## config.mk

```make
export PLATFORM = sky130hd
export DESIGN_NAME = spi_regbridge
export DESIGN_NICKNAME = d
export VERILOG_FILES = /design/src/rtl/spi_regbridge_pkg.sv /design/src/rtl/spi_pin_sync.sv /design/src/rtl/spi_bit_engine.sv /design/src/rtl/spi_frame_ctrl.sv /design/src/rtl/spi_regbridge.sv
export SDC_FILE = /design/constraint.sdc
export NUM_CORES = 1
export LEC_CHECK = 0
export ABC_AREA = 1
export BUFFER_PORTS_ARGS = -buffer_cell sky130_fd_sc_hd__buf_2
export CAP_MARGIN = 30
export CELL_PAD_IN_SITES_DETAIL_PLACEMENT = 0
export CELL_PAD_IN_SITES_GLOBAL_PLACEMENT = 1
export CORE_ASPECT_RATIO = 1.2
export CORE_MARGIN = 5
export CORE_UTILIZATION = 42
export DETAILED_ROUTE_END_ITERATION = 10
export PLACE_DENSITY_LB_ADDON = 0.1
export SYNTH_ARGS = -nofsm -noshare
export SYNTH_HDL_FRONTEND = slang
export SYNTH_SLANG_ARGS = --single-unit
```

## constraint.sdc

```tcl
create_clock -name clk -period 2 [get_ports clk]
set_input_delay 0.3 -clock clk [delete_from_list [all_inputs] [get_ports clk]]
set_output_delay 0.3 -clock clk [all_outputs]
set_load 0.05 [all_outputs]
```

## src/rtl/spi_regbridge_pkg.sv

```systemverilog
// Shared constants and types for the serial register bridge.
// Assumes byte-wide registers and a 16-bit register address space.
package spi_regbridge_pkg;
    localparam int ADDR_W = 16;
    localparam int BYTE_W = 8;
    localparam int BIT_IDX_W = $clog2(BYTE_W);

    // header command codes
    localparam logic [2:0] CMD_READ  = 3'b010;
    localparam logic [2:0] CMD_WRITE = 3'b100;
    localparam logic [2:0] CMD_EXT   = 3'b110;

    // frame phase
    typedef enum logic [1:0] {
        PH_HDR   = 2'd0,
        PH_READ  = 2'd1,
        PH_WRITE = 2'd2,
        PH_SKIP  = 2'd3
    } phase_e;
endpackage

```

## src/rtl/spi_pin_sync.sv

```systemverilog
// Multi-stage synchronizer for asynchronous pins.
// Assumes each bit is sampled independently; reset value is all zeros,
// so callers must present inputs whose inactive level is 0 where it matters.
module spi_pin_sync #(
    parameter int WIDTH  = 3,
    parameter int STAGES = 2
) (
    input  logic             clk,
    input  logic             rst_n,
    input  logic [WIDTH-1:0] din,
    output logic [WIDTH-1:0] dout
);
    logic [WIDTH-1:0] stage_q [STAGES];

    // shift the pin vector through the synchronizer chain
    always_ff @(posedge clk) begin
        if (!rst_n) begin
            for (int s = 0; s < STAGES; s++) stage_q[s] <= '0;
        end else begin
            stage_q[0] <= din;
            for (int s = 1; s < STAGES; s++) stage_q[s] <= stage_q[s-1];
        end
    end

    assign dout = stage_q[STAGES-1];
endmodule

```

## src/rtl/spi_bit_engine.sv

```systemverilog
// Bit-level engine: finds the sampling edge of the synchronized serial
// clock for the configured mode, shifts MOSI into bytes and drives MISO
// from a held byte indexed by the bit counter.
// Assumes each serial clock half period spans several system clocks.
module spi_bit_engine
    import spi_regbridge_pkg::*;
(
    input  logic              clk,
    input  logic              rst_n,
    input  logic              sclk_s,
    input  logic              mosi_s,
    input  logic              sel_act,
    input  logic              cfg_cpol,
    input  logic              cfg_cpha,
    input  logic [BYTE_W-1:0] tx_byte,
    output logic              byte_done,
    output logic              pre_last,
    output logic [BYTE_W-1:0] rx_byte,
    output logic              miso
);
    logic                 sclk_prev;
    logic                 edge_rise;
    logic                 edge_fall;
    logic                 sample;
    logic [BIT_IDX_W-1:0] bit_cnt;
    logic [BYTE_W-2:0]    rx_sr;

    // remember the previous serial clock level for edge detection
    always_ff @(posedge clk) begin
        if (!rst_n) sclk_prev <= 1'b0;
        else        sclk_prev <= sclk_s;
    end

    // pick the sampling edge: rising when polarity equals phase
    always_comb begin
        edge_rise = sclk_s & ~sclk_prev;
        edge_fall = ~sclk_s & sclk_prev;
        sample    = sel_act & ((cfg_cpol == cfg_cpha) ? edge_rise : edge_fall);
    end

    // receive shifter, bit counter and byte-boundary pulses
    always_ff @(posedge clk) begin
        if (!rst_n) begin
            bit_cnt   <= '0;
            rx_sr     <= '0;
            rx_byte   <= '0;
            byte_done <= 1'b0;
            pre_last  <= 1'b0;
        end else begin
            byte_done <= 1'b0;
            pre_last  <= 1'b0;
            if (!sel_act) begin
                bit_cnt <= '0;
                rx_sr   <= '0;
            end else if (sample) begin
                bit_cnt <= bit_cnt + 1'b1;
                rx_sr   <= {rx_sr[BYTE_W-3:0], mosi_s};
                if (bit_cnt == BIT_IDX_W'(BYTE_W - 1)) begin
                    byte_done <= 1'b1;
                    rx_byte   <= {rx_sr, mosi_s};
                end
                if (bit_cnt == BIT_IDX_W'(BYTE_W - 2)) pre_last <= 1'b1;
            end
        end
    end

    // present the current bit of the held byte, MSB first
    always_ff @(posedge clk) begin
        if (!rst_n) miso <= 1'b0;
        else        miso <= sel_act & tx_byte[~bit_cnt];
    end
endmodule

```

## src/rtl/spi_frame_ctrl.sv

```systemverilog
// Frame controller: decodes the two- or three-byte header, then runs a
// read or write burst on the register port with an auto-incrementing
// address. Read data is expected one cycle after the read strobe.
// Assumes byte_done and pre_last are single-cycle pulses well apart.
module spi_frame_ctrl
    import spi_regbridge_pkg::*;
(
    input  logic              clk,
    input  logic              rst_n,
    input  logic              sel_act,
    input  logic              cfg_ext_addr,
    input  logic              byte_done,
    input  logic              pre_last,
    input  logic [BYTE_W-1:0] rx_byte,
    input  logic [BYTE_W-1:0] reg_rdata,
    output logic [BYTE_W-1:0] tx_byte,
    output logic [ADDR_W-1:0] reg_addr,
    output logic [BYTE_W-1:0] reg_wdata,
    output logic              reg_wr,
    output logic              reg_rd
);
    phase_e            phase;
    logic [1:0]        hdr_idx;
    logic [BYTE_W-1:0] hdr0;
    logic [4:0]        hdr1_hi;
    logic [BYTE_W-1:0] nxt_byte;
    logic              rd_pend;
    logic              tx_wait;
    logic              hdr_done;
    logic [ADDR_W-1:0] hdr_addr;
    logic [2:0]        hdr_cmd;

    // header completion and assembled address/command
    always_comb begin
        hdr_done = byte_done && (phase == PH_HDR) &&
                   (cfg_ext_addr ? (hdr_idx == 2'd2) : (hdr_idx == 2'd1));
        if (cfg_ext_addr) begin
            hdr_addr = {rx_byte[7:5], hdr0, hdr1_hi};
            hdr_cmd  = rx_byte[4:2];
        end else begin
            hdr_addr = {3'b000, hdr0, rx_byte[7:3]};
            hdr_cmd  = rx_byte[2:0];
        end
    end

    // phase sequencing, strobes, address counter and read data capture
    always_ff @(posedge clk) begin
        if (!rst_n) begin
            phase     <= PH_HDR;
            hdr_idx   <= '0;
            hdr0      <= '0;
            hdr1_hi   <= '0;
            nxt_byte  <= '0;
            tx_byte   <= '0;
            rd_pend   <= 1'b0;
            tx_wait   <= 1'b0;
            reg_addr  <= '0;
            reg_wdata <= '0;
            reg_wr    <= 1'b0;
            reg_rd    <= 1'b0;
        end else begin
            reg_wr  <= 1'b0;
            reg_rd  <= 1'b0;
            rd_pend <= reg_rd;
            if (reg_wr || reg_rd) reg_addr <= reg_addr + 16'd1;

            if (rd_pend) begin
                if (tx_wait) begin
                    tx_byte <= reg_rdata;
                    tx_wait <= 1'b0;
                end else begin
                    nxt_byte <= reg_rdata;
                end
            end

            if (byte_done) begin
                case (phase)
                    PH_HDR: begin
                        if (hdr_idx == 2'd0) begin
                            hdr0    <= rx_byte;
                            hdr_idx <= 2'd1;
                        end else if (hdr_idx == 2'd1) begin
                            hdr1_hi <= rx_byte[7:3];
                            hdr_idx <= 2'd2;
                            if (cfg_ext_addr && rx_byte[2:0] != CMD_EXT) phase <= PH_SKIP;
                        end
                        if (hdr_done) begin
                            reg_addr <= hdr_addr;
                            if (hdr_cmd == CMD_READ) begin
                                phase   <= PH_READ;
                                reg_rd  <= 1'b1;
                                tx_wait <= 1'b1;
                            end else if (hdr_cmd == CMD_WRITE) begin
                                phase <= PH_WRITE;
                            end else begin
                                phase <= PH_SKIP;
                            end
                        end
                    end
                    PH_WRITE: begin
                        reg_wr    <= 1'b1;
                        reg_wdata <= rx_byte;
                    end
                    PH_READ: tx_byte <= nxt_byte;
                    default: ;
                endcase
            end

            if (pre_last && phase == PH_READ && sel_act) reg_rd <= 1'b1;

            if (!sel_act) begin
                phase   <= PH_HDR;
                hdr_idx <= '0;
                tx_byte <= '0;
                tx_wait <= 1'b0;
            end
        end
    end
endmodule

```

## src/rtl/spi_regbridge.sv

```systemverilog
// Top of the serial register bridge: applies select polarity, synchronizes
// the pins, and connects the bit engine to the frame controller. Also
// drives the interrupt pin at its configured level.
// Assumes static configuration inputs, changed only while select is idle.
module spi_regbridge
    import spi_regbridge_pkg::*;
#(
    parameter int SYNC_STAGES = 2
) (
    input  logic        clk,
    input  logic        rst_n,
    input  logic        cfg_sel_high,
    input  logic        cfg_irq_high,
    input  logic        cfg_cpol,
    input  logic        cfg_cpha,
    input  logic        cfg_ext_addr,
    input  logic        spi_sclk,
    input  logic        spi_sel,
    input  logic        spi_mosi,
    output logic        spi_miso,
    output logic        spi_irq,
    input  logic        irq_req,
    output logic        active,
    output logic [15:0] reg_addr,
    output logic [7:0]  reg_wdata,
    output logic        reg_wr,
    output logic        reg_rd,
    input  logic [7:0]  reg_rdata
);
    localparam int PIN_W = 3;

    logic [PIN_W-1:0]  pins_raw;
    logic [PIN_W-1:0]  pins_s;
    logic              sel_act;
    logic              byte_done;
    logic              pre_last;
    logic [BYTE_W-1:0] rx_byte;
    logic [BYTE_W-1:0] tx_byte;

    // fold select polarity in before the synchronizer so reset reads idle
    assign pins_raw = {(cfg_sel_high ? spi_sel : ~spi_sel), spi_sclk, spi_mosi};

    spi_pin_sync #(.WIDTH(PIN_W), .STAGES(SYNC_STAGES)) sync_i (
        .clk  (clk),
        .rst_n(rst_n),
        .din  (pins_raw),
        .dout (pins_s)
    );

    assign sel_act = pins_s[2];
    assign active  = sel_act;

    spi_bit_engine bit_i (
        .clk      (clk),
        .rst_n    (rst_n),
        .sclk_s   (pins_s[1]),
        .mosi_s   (pins_s[0]),
        .sel_act  (sel_act),
        .cfg_cpol (cfg_cpol),
        .cfg_cpha (cfg_cpha),
        .tx_byte  (tx_byte),
        .byte_done(byte_done),
        .pre_last (pre_last),
        .rx_byte  (rx_byte),
        .miso     (spi_miso)
    );

    spi_frame_ctrl frame_i (
        .clk         (clk),
        .rst_n       (rst_n),
        .sel_act     (sel_act),
        .cfg_ext_addr(cfg_ext_addr),
        .byte_done   (byte_done),
        .pre_last    (pre_last),
        .rx_byte     (rx_byte),
        .reg_rdata   (reg_rdata),
        .tx_byte     (tx_byte),
        .reg_addr    (reg_addr),
        .reg_wdata   (reg_wdata),
        .reg_wr      (reg_wr),
        .reg_rd      (reg_rd)
    );

    // interrupt pin at configured polarity, registered
    always_ff @(posedge clk) begin
        if (!rst_n) spi_irq <= ~cfg_irq_high;
        else        spi_irq <= cfg_irq_high ? irq_req : ~irq_req;
    end
endmodule

```

==> results of run 1 <==
## area by class of cell
class	instances	share of cell area, %
Sequential cell	90	40.3
Tap cell	120	3.36
Timing Repair Buffer	57	6.95
Clock inverter	4	1.18
Inverter	58	4.87
Clock buffer	11	3.17
Multi-Input combinational cell	368	40.1
## cell families (layout without fill, tap and decap cells)
group,after synthesis,after routing
xor+xnor,11,11
buf+inv,77,130
flops,90,90
compound gates,119,119
mux,1,1
simple gates,233,233
fa+ha+maj,4,4
## final timing paths
| kind | slack [ps] | start | endpoint | depth (start not counted) |
|---|---|---|---|---|
| min reg2reg | 420 | sync_i.stage_q[0][0]$_SDFF_PN0_ | sync_i.stage_q[0][3]$_SDFF_PN0_ | 2 |
| max reg2reg | 340 | frame_i.reg_addr[0]$_SDFF_PN0_ | frame_i.reg_addr[10]$_SDFF_PN0_ | 10 |
| max | 340 | frame_i.reg_addr[0]$_SDFF_PN0_ | frame_i.reg_addr[10]$_SDFF_PN0_ | 10 |
| min | 130 | spi_mosi | sync_i.stage_q[0][0]$_SDFF_PN0_ | 3 |
## flip-flops by register name, summed over array words and instances (netlist names), 2 cells and up
signal	cells
frame_i.tx_byte	8
frame_i.phase	2
frame_i.reg_addr	16
frame_i.hdr0	8
frame_i.reg_wdata	8
frame_i.hdr1_hi	5
bit_i.bit_cnt	3
bit_i.rx_sr	7
bit_i.rx_byte	8
frame_i.hdr_idx	2
frame_i.nxt_byte	8
sync_i.stage_q	6
## critical path, delay by kind of cell (launching register included)
family	cells	cell delay [ps]
AND/OR/NAND/NOR	6	750
flip-flops	1	420
adder cells (fa/ha/maj)	1	180
AO/OA/AOI/OAI	1	110
buffers and inverters	2	90
## power by group through the flow
stage               sequential (mW)  clock (mW)  combinational (mW)
floorplan                      1.86           0              0.0675
global placement               1.85           0               0.119
detailed placement             1.85           0               0.120
CTS                            1.81        1.26               0.121
global route                   1.81        1.34               0.133
finish                         1.81        1.22               0.118
## cells in the final DEF, fill, tap and decap left out, types with 2 or more instances in the layout
master / Yosys / layout
a21oi_1: 36 / 36
nand3_1: 34 / 34
buf_2: 6 / 47
o21ai_2: 2 / 2
or2_2: 3 / 3
nand3b_1: 3 / 3
o21bai_1: 5 / 5
clkinv_4: 0 / 2
nor2_4: 2 / 2
inv_1: 57 / 57
xnor2_1: 4 / 4
buf_4: 2 / 10
xor2_1: 7 / 7
clkbuf_8: 0 / 10
ha_1: 4 / 4
nand2_2: 4 / 4
nor3_1: 2 / 2
a31oi_1: 9 / 9
nand2_1: 103 / 103
dfxtp_1: 90 / 90
nand4_1: 2 / 2
o21ai_0: 61 / 61
nor3_2: 2 / 2
nor2_1: 75 / 75
## per-layer routing
| metal | part of all wire, % | wire [µm] | vias to the layer above |
|---|---|---|---|
| li1 | - | - | 1822 |
| met5 | 0 | 0 | - |
| met3 | 3.2 | 308 | 9 |
| met1 | 43 | 4100 | 1541 |
| met4 | 1.6 | 153 | 0 |
| met2 | 52 | 4980 | 51 |
==> impl_table.tex, run 1 <==
\begin{tabular}{lr}
\hline
Metric & Value \\
\hline
\multicolumn{2}{l}{\textbf{Die}} \\
\quad Core Box Area & approximately 9100 µm² \\
\quad Initial cell density of the core & 43.2\% \\
\quad Die outline area & between 10000 and 15000 µm² \\
\quad Top-level I/O count & 48 \\
\quad Die X-Extent & between 90 and 100 µm \\
\quad Chip Height & around 120 µm \\
\quad Rows & 38 \\
\multicolumn{2}{l}{\textbf{Drt}} \\
\quad Post-detailed-route wirelength per cell & 13.5 µm \\
\quad Detailed-route DRC error count & 0 \\
\quad Drt pass-1 iters & 4 \\
\quad Post-Route WL & between 9000 and 10000 µm \\
\quad Number of vias per cell after detailed routing & between 4 and 5 \\
\quad Routed Antenna Nets & 0 \\
\quad Number of vias in the routed layout & around 3400 \\
\quad Drt first-iter violations & 166 \\
\multicolumn{2}{l}{\textbf{Worst setup path}} \\
\quad Critical Path RT & $\sim$2300 ps \\
\quad Capturing element type of the critical path & flip-flop \\
\quad Cells traversed along the worst timing path & ha\_1, inv\_1, nor2\_1, nand2\_1, nor2\_1, nand2\_1, nand2\_1, nand2\_1, o21bai\_1, inv\_1 \\
\quad Category of the worst setup path launch point & flip-flop \\
\quad Cell with the largest stage delay on the worst path & dfxtp\_1 \\
\quad Slowest stage delay, CP & between 400 and 500 ps \\
\quad Cell mode on critical path & nand2\_1 \\
\quad Critical path class & flip-flop to flip-flop \\
\quad CP arrival & about 1900 ps \\
\quad Max Fanout on Critical Path & 5 \\
\multicolumn{2}{l}{\textbf{Timing}} \\
\quad Peak clock frequency supported by timing & between 0.6 and 0.7 GHz \\
\quad Final critical path time including I/O delays and setup & between 1500 and 2000 ps \\
\quad Post-route setup TNS & 0 ps \\
\quad Pin slew with the least headroom to its limit & around 540 ps \\
\quad Worst hold slack after final layout & 133 ps \\
\quad Count of endpoints failing setup in the final report & 0 \\
\quad Final WS setup & between 300 and 400 ps \\
\quad Setup repair after global routing missed its margin & no \\
\quad Final hold viol count & 0 \\
\quad Normalized max-slew margin & 63.8\% \\
\quad Setup Skew & roughly 12 ps \\
\quad Final slew viol count & 0 \\
\quad Part of the cycle the worst path needs & 82.9\% \\
\multicolumn{2}{l}{\textbf{Clock network}} \\
\quad Count of instances resized after the clock tree is built & 0 \\
\quad Number of hold buffers added after CTS & 0 \\
\quad Clock-pin slew reported for the worst setup and hold paths after clock tree synthesis & about 80 ps \\
\quad Buffers inserted during post-CTS setup optimization & 0 \\
\quad CTS Buf Count & 9 \\
\quad Clock insertion delay at the later pin of the skew report & between 300 and 400 ps \\
\quad Number of H-tree branching levels & 3 \\
\quad Maximum count of clock buffers along a single path & 2 \\
\quad Sink Count & 90 \\
\quad TritonCTS clock tree & yes \\
\quad Clock root buffer master & clkbuf\_8 \\
\multicolumn{2}{l}{\textbf{GRT}} \\
\quad Routing usage on met2 & 31.5\% \\
\quad Global routing met1 resource utilization & about 20\% \\
\quad Number of antenna violations at the first check in global routing & 0 \\
\quad Met3 track demand over resource & about 3.1\% \\
\quad Most congested layer reported by global routing & met2 \\
\quad Grt total ovfl & 0 \\
\quad Pin count of the biggest net entering global routing & 44 \\
\quad Via count of the first global-routing pass & roughly 3200 \\
\quad Global-route wire length before repair & around 16000 µm \\
\quad Overall routing resource usage & 17.3\% \\
\multicolumn{2}{l}{\textbf{Pwr}} \\
\quad Peak ir drop on the vdd network & roughly 0.0004 V \\
\quad Combinational Power Share & 3.7\% \\
\quad Proportion of total power due to net switching & between 20\% and 30\% \\
\quad Total chip power & 3.15 mW \\
\quad Net switching component of the power & around 0.7 mW \\
\quad Cell area power density & around 700 nW/µm² \\
\quad Clock share of power & 38.8\% \\
\quad Design internal power & 2.45 mW \\
\quad Standby leakage power & slightly above 2 nW \\
\quad Power share of the sequential group & between 50\% and 60\% \\
\multicolumn{2}{l}{\textbf{Synthesis}} \\
\quad Fraction of synthesized area in multiplexers & less than 1\% \\
\quad Number of nets in the synthesized netlist & between 500 and 600 \\
\quad Main combinational cell family by area after synthesis & simple AND/OR/NAND/NOR gates \\
\quad Share of flip-flops with an asynchronous set or reset after synthesis & 0\% \\
\quad EDFF count, synth & 0 \\
\quad Number of different library cells in the post-synthesis netlist & 36 \\
\quad Dominant cell by count in the synthesized netlist & nand2\_1 \\
\quad Simple-gate area share of the yosys netlist & between 20\% and 30\% \\
\quad Post-synthesis xor/xnor area fraction & $\sim$2.5\% \\
\quad Post-synth top area share & roughly 46\% \\
\quad Compound-Gate Fraction of Synth Area & 16.3\% \\
\quad Leading post-synthesis cells by instance count & 103 x nand2\_1, 90 x dfxtp\_1, 75 x nor2\_1 \\
\quad Synth Flop Type & dfxtp\_1 \\
\quad Post-synth design cell area & roughly 3900 µm² \\
\quad Syn Area/Cell & 7.33 µm² \\
\quad Number of cells produced by synthesis & 535 \\
\quad Top cells by area, synth & dfxtp\_1 46\%, nand2\_1 9.9\%, o21ai\_0 7.8\% \\
\quad Post-Synth Adder-Cell Area & 1.28\% \\
\quad Register area share after synthesis & 45.9\% \\
\quad Cell type with the highest aggregate area in the netlist & dfxtp\_1 \\
\quad Number of warnings reported in the yosys synthesis log & 0 \\
\quad \#FFs+latches synth & 90 \\
\multicolumn{2}{l}{\textbf{Placement}} \\
\quad Post-Place Setup Slack & about 350 ps \\
\quad Post-placement cell count & slightly below 700 \\
\quad Number of buffers inserted by port buffering & 47 \\
\quad Final weighted congestion in routability-driven placement & 0.815 \\
\quad DP Area & 4270 µm² \\
\quad Half-perimeter wire length after placement & between 7000 and 8000 µm \\
\multicolumn{2}{l}{\textbf{Finish}} \\
\quad Total of fill cells in the finished design & 960 \\
\quad Count of non-filler cells in the finished layout & between 700 and 800 \\
\quad Final Util & 49.2\% \\
\quad Area added between synthesis and finish & 13.9\% \\
\quad Proportion of layout cells with a drive suffix above 1 & approximately 15\% \\
\quad Net count reported at finish & 607 \\
\quad Count of inserted antenna diode cells & 0 \\
\quad Area occupied by multi-input gates & approximately 1800 µm² \\
\quad Post-Layout Inst Area & 4470 µm² \\
\quad Sequential cell area & about 1800 µm² \\
\multicolumn{2}{l}{\textbf{Hold path}} \\
\quad Type of the tightest min-delay check & input port to flip-flop \\
\multicolumn{2}{l}{\textbf{Run}} \\
\quad Number of maximum-capacitance constraint violations & 0 \\
\multicolumn{2}{l}{\textbf{Status}} \\
\quad Outcome & complete, no violations \\
\hline
\end{tabular}
Note: power is estimated with default switching activity, not from simulation.
==> inputs of run 2 (changes only) <==
==> constraint.sdc (replaced) <==
create_clock -name clk -period 1.75 [get_ports clk]
set_input_delay 0.2625 -clock clk [delete_from_list [all_inputs] [get_ports clk]]
set_output_delay 0.2625 -clock clk [all_outputs]
set_load 0.05 [all_outputs]
==> run 2 against run 1 <==
Register-to-register slack got worse by 130 ps. Largest power group unchanged. Flip-flop and latch count unchanged. Non-clock buffer count increased by 2. Die area unchanged. Power increased by 16%. Clock skew decreased by 4.6 ps. Maximum frequency increased by 7.9%. Count of clock-buffer cells in the layout unchanged. First-iteration DRC count increased by 7.8%. Via count increased by 2.0%. Wire length decreased by 0.76%. Sequential power increased by 14%.
==> impl_table.tex, run 2 (synthesized netlist as in run 1, its figures left out) <==
\begin{tabular}{lr}
\hline
Metric & Value \\
\hline
\multicolumn{2}{l}{\textbf{Hold path}} \\
\quad Depth of the worst hold-timing path & 3 (unchanged) \\
\quad Type of the tightest min-delay check & input port to flip-flop \\
\quad Worst hold path endpoint & sync\_i.stage\_q[0][1]\$\_SDFF\_PN0\_ \\
\quad Startpoint of the tightest hold check path & spi\_sclk \\
\multicolumn{2}{l}{\textbf{Timing}} \\
\quad Final hold viol count & 0 (unchanged) \\
\quad Final critical path time including I/O delays and setup & 1540 ps (-121 ps) \\
\quad Setup Skew & 7.60 ps (-4.58 ps) \\
\quad Final slew viol count & 0 (unchanged) \\
\quad Normalized max-slew margin & 62.2\% (-1.6 points) \\
\quad Count of endpoints failing setup in the final report & 0 (unchanged) \\
\quad Pin slew with the least headroom to its limit & 566 ps (+23.3 ps) \\
\quad Peak clock frequency supported by timing & 0.651 GHz (+7.9\%) \\
\quad Post-route setup TNS & 0 ps (unchanged) \\
\quad Part of the cycle the worst path needs & 87.8\% (+4.9 points) \\
\quad Setup repair after global routing missed its margin & no \\
\multicolumn{2}{l}{\textbf{Pwr}} \\
\quad Design internal power & 2.83 mW (+16\%) \\
\quad Peak ir drop on the vdd network & 0.000434 V (+9.0\%) \\
\quad Combinational Power Share & 3.8\% (about the same) \\
\quad Standby leakage power & 2.07 nW (+0.98\%) \\
\quad Cell area power density & 811 nW/µm² (+15\%) \\
\quad Proportion of total power due to net switching & 22.5\% (+0.26 points) \\
\quad Clock share of power & 39.7\% (+0.9 points) \\
\quad Net switching component of the power & 0.822 mW (+18\%) \\
\quad Power share of the sequential group & 56.5\% (-1.0 points) \\
\multicolumn{2}{l}{\textbf{Worst setup path}} \\
\quad Max Fanout on Critical Path & 16 (+11) \\
\quad Buf+Inv Stages, Crit Path & 4 (+2) \\
\quad Family with the most delay on the worst path & simple AND/OR/NAND/NOR gates \\
\quad Cells traversed along the worst timing path & inv\_1, nand2\_1, o21ai\_2, nand2\_2, inv\_1, nand2\_1, nand2\_1, inv\_1, nand2\_1, inv\_1 \\
\quad RR Endpoint & frame\_i.reg\_addr[15]\$\_SDFF\_PN0\_ \\
\quad R2R Setup Slk & 210 ps (-130 ps) \\
\quad Critical R2R Launch & frame\_i.hdr\_idx[1]\$\_SDFFE\_PN0P\_ \\
\quad Capturing element type of the critical path & flip-flop \\
\quad CP arrival & 1800 ps (-110 ps) \\
\quad Cell with the largest stage delay on the worst path & dfxtp\_1 \\
\quad Critical Path RT & 2020 ps (-230 ps) \\
\quad Logic depth of the worst register-to-register path & 10 (unchanged) \\
\quad Slowest stage delay, CP & 380 ps (-40 ps) \\
\quad Critical path class & flip-flop to flip-flop \\
\quad Category of the worst setup path launch point & flip-flop \\
\multicolumn{2}{l}{\textbf{Finish}} \\
\quad Total of fill cells in the finished design & 941 (-2.0\%) \\
\quad Proportion of layout cells with a drive suffix above 1 & 15.7\% (+1.1 points) \\
\quad Top library cells by usage in the layout, fill and taps aside & 103 x nand2\_1, 87 x dfxtp\_1, 75 x nor2\_1, 61 x o21ai\_0, 57 x inv\_1 \\
\quad Top register by number of flip-flops & frame\_i.reg\_addr \\
\quad Net count reported at finish & 609 (+0.33\%) \\
\quad Count of inserted antenna diode cells & 0 (unchanged) \\
\quad Most common cell after layout, fill and taps aside & nand2\_1 \\
\quad Area added between synthesis and finish & 15.0\% \\
\quad Count of non-filler cells in the finished layout & 711 (+0.42\%) \\
\quad Flip-flop count of the largest register, all copies and words added & 16 (unchanged) \\
\multicolumn{2}{l}{\textbf{Die}} \\
\quad Die outline area & 11400 µm² (unchanged) \\
\quad Chip Height & 116 µm (unchanged) \\
\quad Rows & 38 (unchanged) \\
\quad Core Box Area & 9080 µm² (unchanged) \\
\quad Initial cell density of the core & 43.2\% (unchanged) \\
\quad Die X-Extent & 98.2 µm (unchanged) \\
\quad Top-level I/O count & 48 (unchanged) \\
\multicolumn{2}{l}{\textbf{Drt}} \\
\quad Post-Route WL & 9460 µm (-0.76\%) \\
\quad Post-detailed-route wirelength per cell & 13.3 µm (-1.2\%) \\
\quad Number of vias in the routed layout & 3493 (+2.0\%) \\
\quad Drt pass-1 iters & 4 (unchanged) \\
\quad Routed Antenna Nets & 0 (unchanged) \\
\quad Number of vias per cell after detailed routing & 4.91 (+1.6\%) \\
\quad Drt first-iter violations & 179 (+7.8\%) \\
\quad Detailed-route DRC error count & 0 (unchanged) \\
\multicolumn{2}{l}{\textbf{GRT}} \\
\quad Global-route wire length before repair & 15700 µm (about the same) \\
\quad Pin count of the biggest net entering global routing & 52 (+18\%) \\
\quad Via count of the first global-routing pass & 3305 (+2.4\%) \\
\quad Number of antenna violations at the first check in global routing & 0 (unchanged) \\
\quad Overall routing resource usage & 17.2\% (-0.034 points) \\
\quad Grt total ovfl & 0 (unchanged) \\
\multicolumn{2}{l}{\textbf{Clock network}} \\
\quad Count of instances resized after the clock tree is built & 0 (unchanged) \\
\quad CTS Buf Count & 9 (unchanged) \\
\quad Clock root buffer master & clkbuf\_8 \\
\quad Maximum count of clock buffers along a single path & 2 (unchanged) \\
\quad Clock insertion delay at the later pin of the skew report & 360 ps (about the same) \\
\quad Number of hold buffers added after CTS & 0 (unchanged) \\
\quad TritonCTS clock tree & yes \\
\quad Clock-pin slew reported for the worst setup and hold paths after clock tree synthesis & 80 ps (about the same) \\
\quad Buffers inserted during post-CTS setup optimization & 0 (unchanged) \\
\quad Sink Count & 90 (unchanged) \\
\quad Number of H-tree branching levels & 3 (unchanged) \\
\multicolumn{2}{l}{\textbf{Run}} \\
\quad Number of maximum-capacitance constraint violations & 0 (unchanged) \\
\multicolumn{2}{l}{\textbf{Placement}} \\
\quad Half-perimeter wire length after placement & 6890 µm (-3.6\%) \\
\quad Final weighted congestion in routability-driven placement & 0.801 (-1.7\%) \\
\quad Number of buffers inserted by port buffering & 47 (unchanged) \\
\quad Post-placement cell count & 695 (+0.29\%) \\
\multicolumn{2}{l}{\textbf{Status}} \\
\quad Outcome & complete, no violations \\
\hline
\end{tabular}
run 2: cell count changes in the layout (fill, tap and decap cells not counted), sizes merged:
| cell | change |
|---|---|
| buf | +2 |
| clkinvlp | +1 |
run 2: cell type report:
class                           instances  area (µm²)  share of cell area (%)
Clock inverter                          5        52.6                    1.17
Sequential cell                        90        1810                    40.0
Clock buffer                           11         151                    3.36
Tap cell                              120         150                    3.33
Multi-Input combinational cell        368        1790                    39.8
Inverter                               58         218                    4.83
Timing Repair Buffer                   59         338                    7.49
run 2: power groups by stage:
stage | logic (mW) | clock network [mW] | registers (mW)
after floorplan | 0.0771 | 0 | 2.13
final | 0.138 | 1.45 | 2.07
after CTS | 0.141 | 1.50 | 2.07
after global routing | 0.154 | 1.58 | 2.07
after detailed placement | 0.140 | 0 | 2.11
after global placement | 0.139 | 0 | 2.11
run 2: how the worst max path moves through the flow:
stage	cells past startpoint	from	slack [ps]	endpoint
global route	10	frame_i.hdr_idx[1]$_SDFFE_PN0P_	0.02	frame_i.reg_addr[15]$_SDFF_PN0_
finish	10	frame_i.hdr_idx[1]$_SDFFE_PN0P_	210	frame_i.reg_addr[15]$_SDFF_PN0_
CTS	10	frame_i.hdr_idx[1]$_SDFFE_PN0P_	220	frame_i.reg_addr[15]$_SDFF_PN0_
detailed placement	10	frame_i.reg_addr[0]$_SDFF_PN0_	230	frame_i.reg_addr[10]$_SDFF_PN0_
global placement	4	sync_i.stage_q[0][5]$_SDFF_PN0_	260	frame_i.tx_byte[6]$_SDFF_PN0_
floorplan	9	frame_i.reg_wr$_SDFF_PN0_	20	frame_i.reg_addr[10]$_SDFF_PN0_
run 2: per-layer routing:
| layer | global-route usage, % | wire (µm) |
|---|---|---|
| met4 | 10.4 | 380 |
| met3 | 2.89 | 296 |
| met5 | 0 | 0 |
| met1 | 19.3 | 4120 |
| met2 | 30.8 | 4660 |
run 2: through the flow:
step / worst slack, ps / instance area [µm²] / util, % / total power, mW / hold WS [ps]
6_report: 213 / 4510 / 49.6 / 3.66 / 79.8
4_1_cts: 216 / 4510 / 49.6 / 3.71 / 67.9
2_1_floorplan: 22.6 / 3930 / - / 2.20 / 360
3_3_place_gp: 256 / 4300 / 47.4 / 2.25 / 393
5_1_grt: 0.0175 / 4510 / 49.6 / 3.81 / 79.1
3_5_place_dp: 231 / 4300 / 47.4 / 2.25 / 400
run 2: worst register-to-register path: stages (launching register included):
cell     delay (ps)
dfxtp_1         380
inv_1           100
nand2_1          90
o21ai_2         160
nand2_2         220
inv_1           240
nand2_1          80
nand2_1          60
inv_1            40
nand2_1          50
inv_1            30
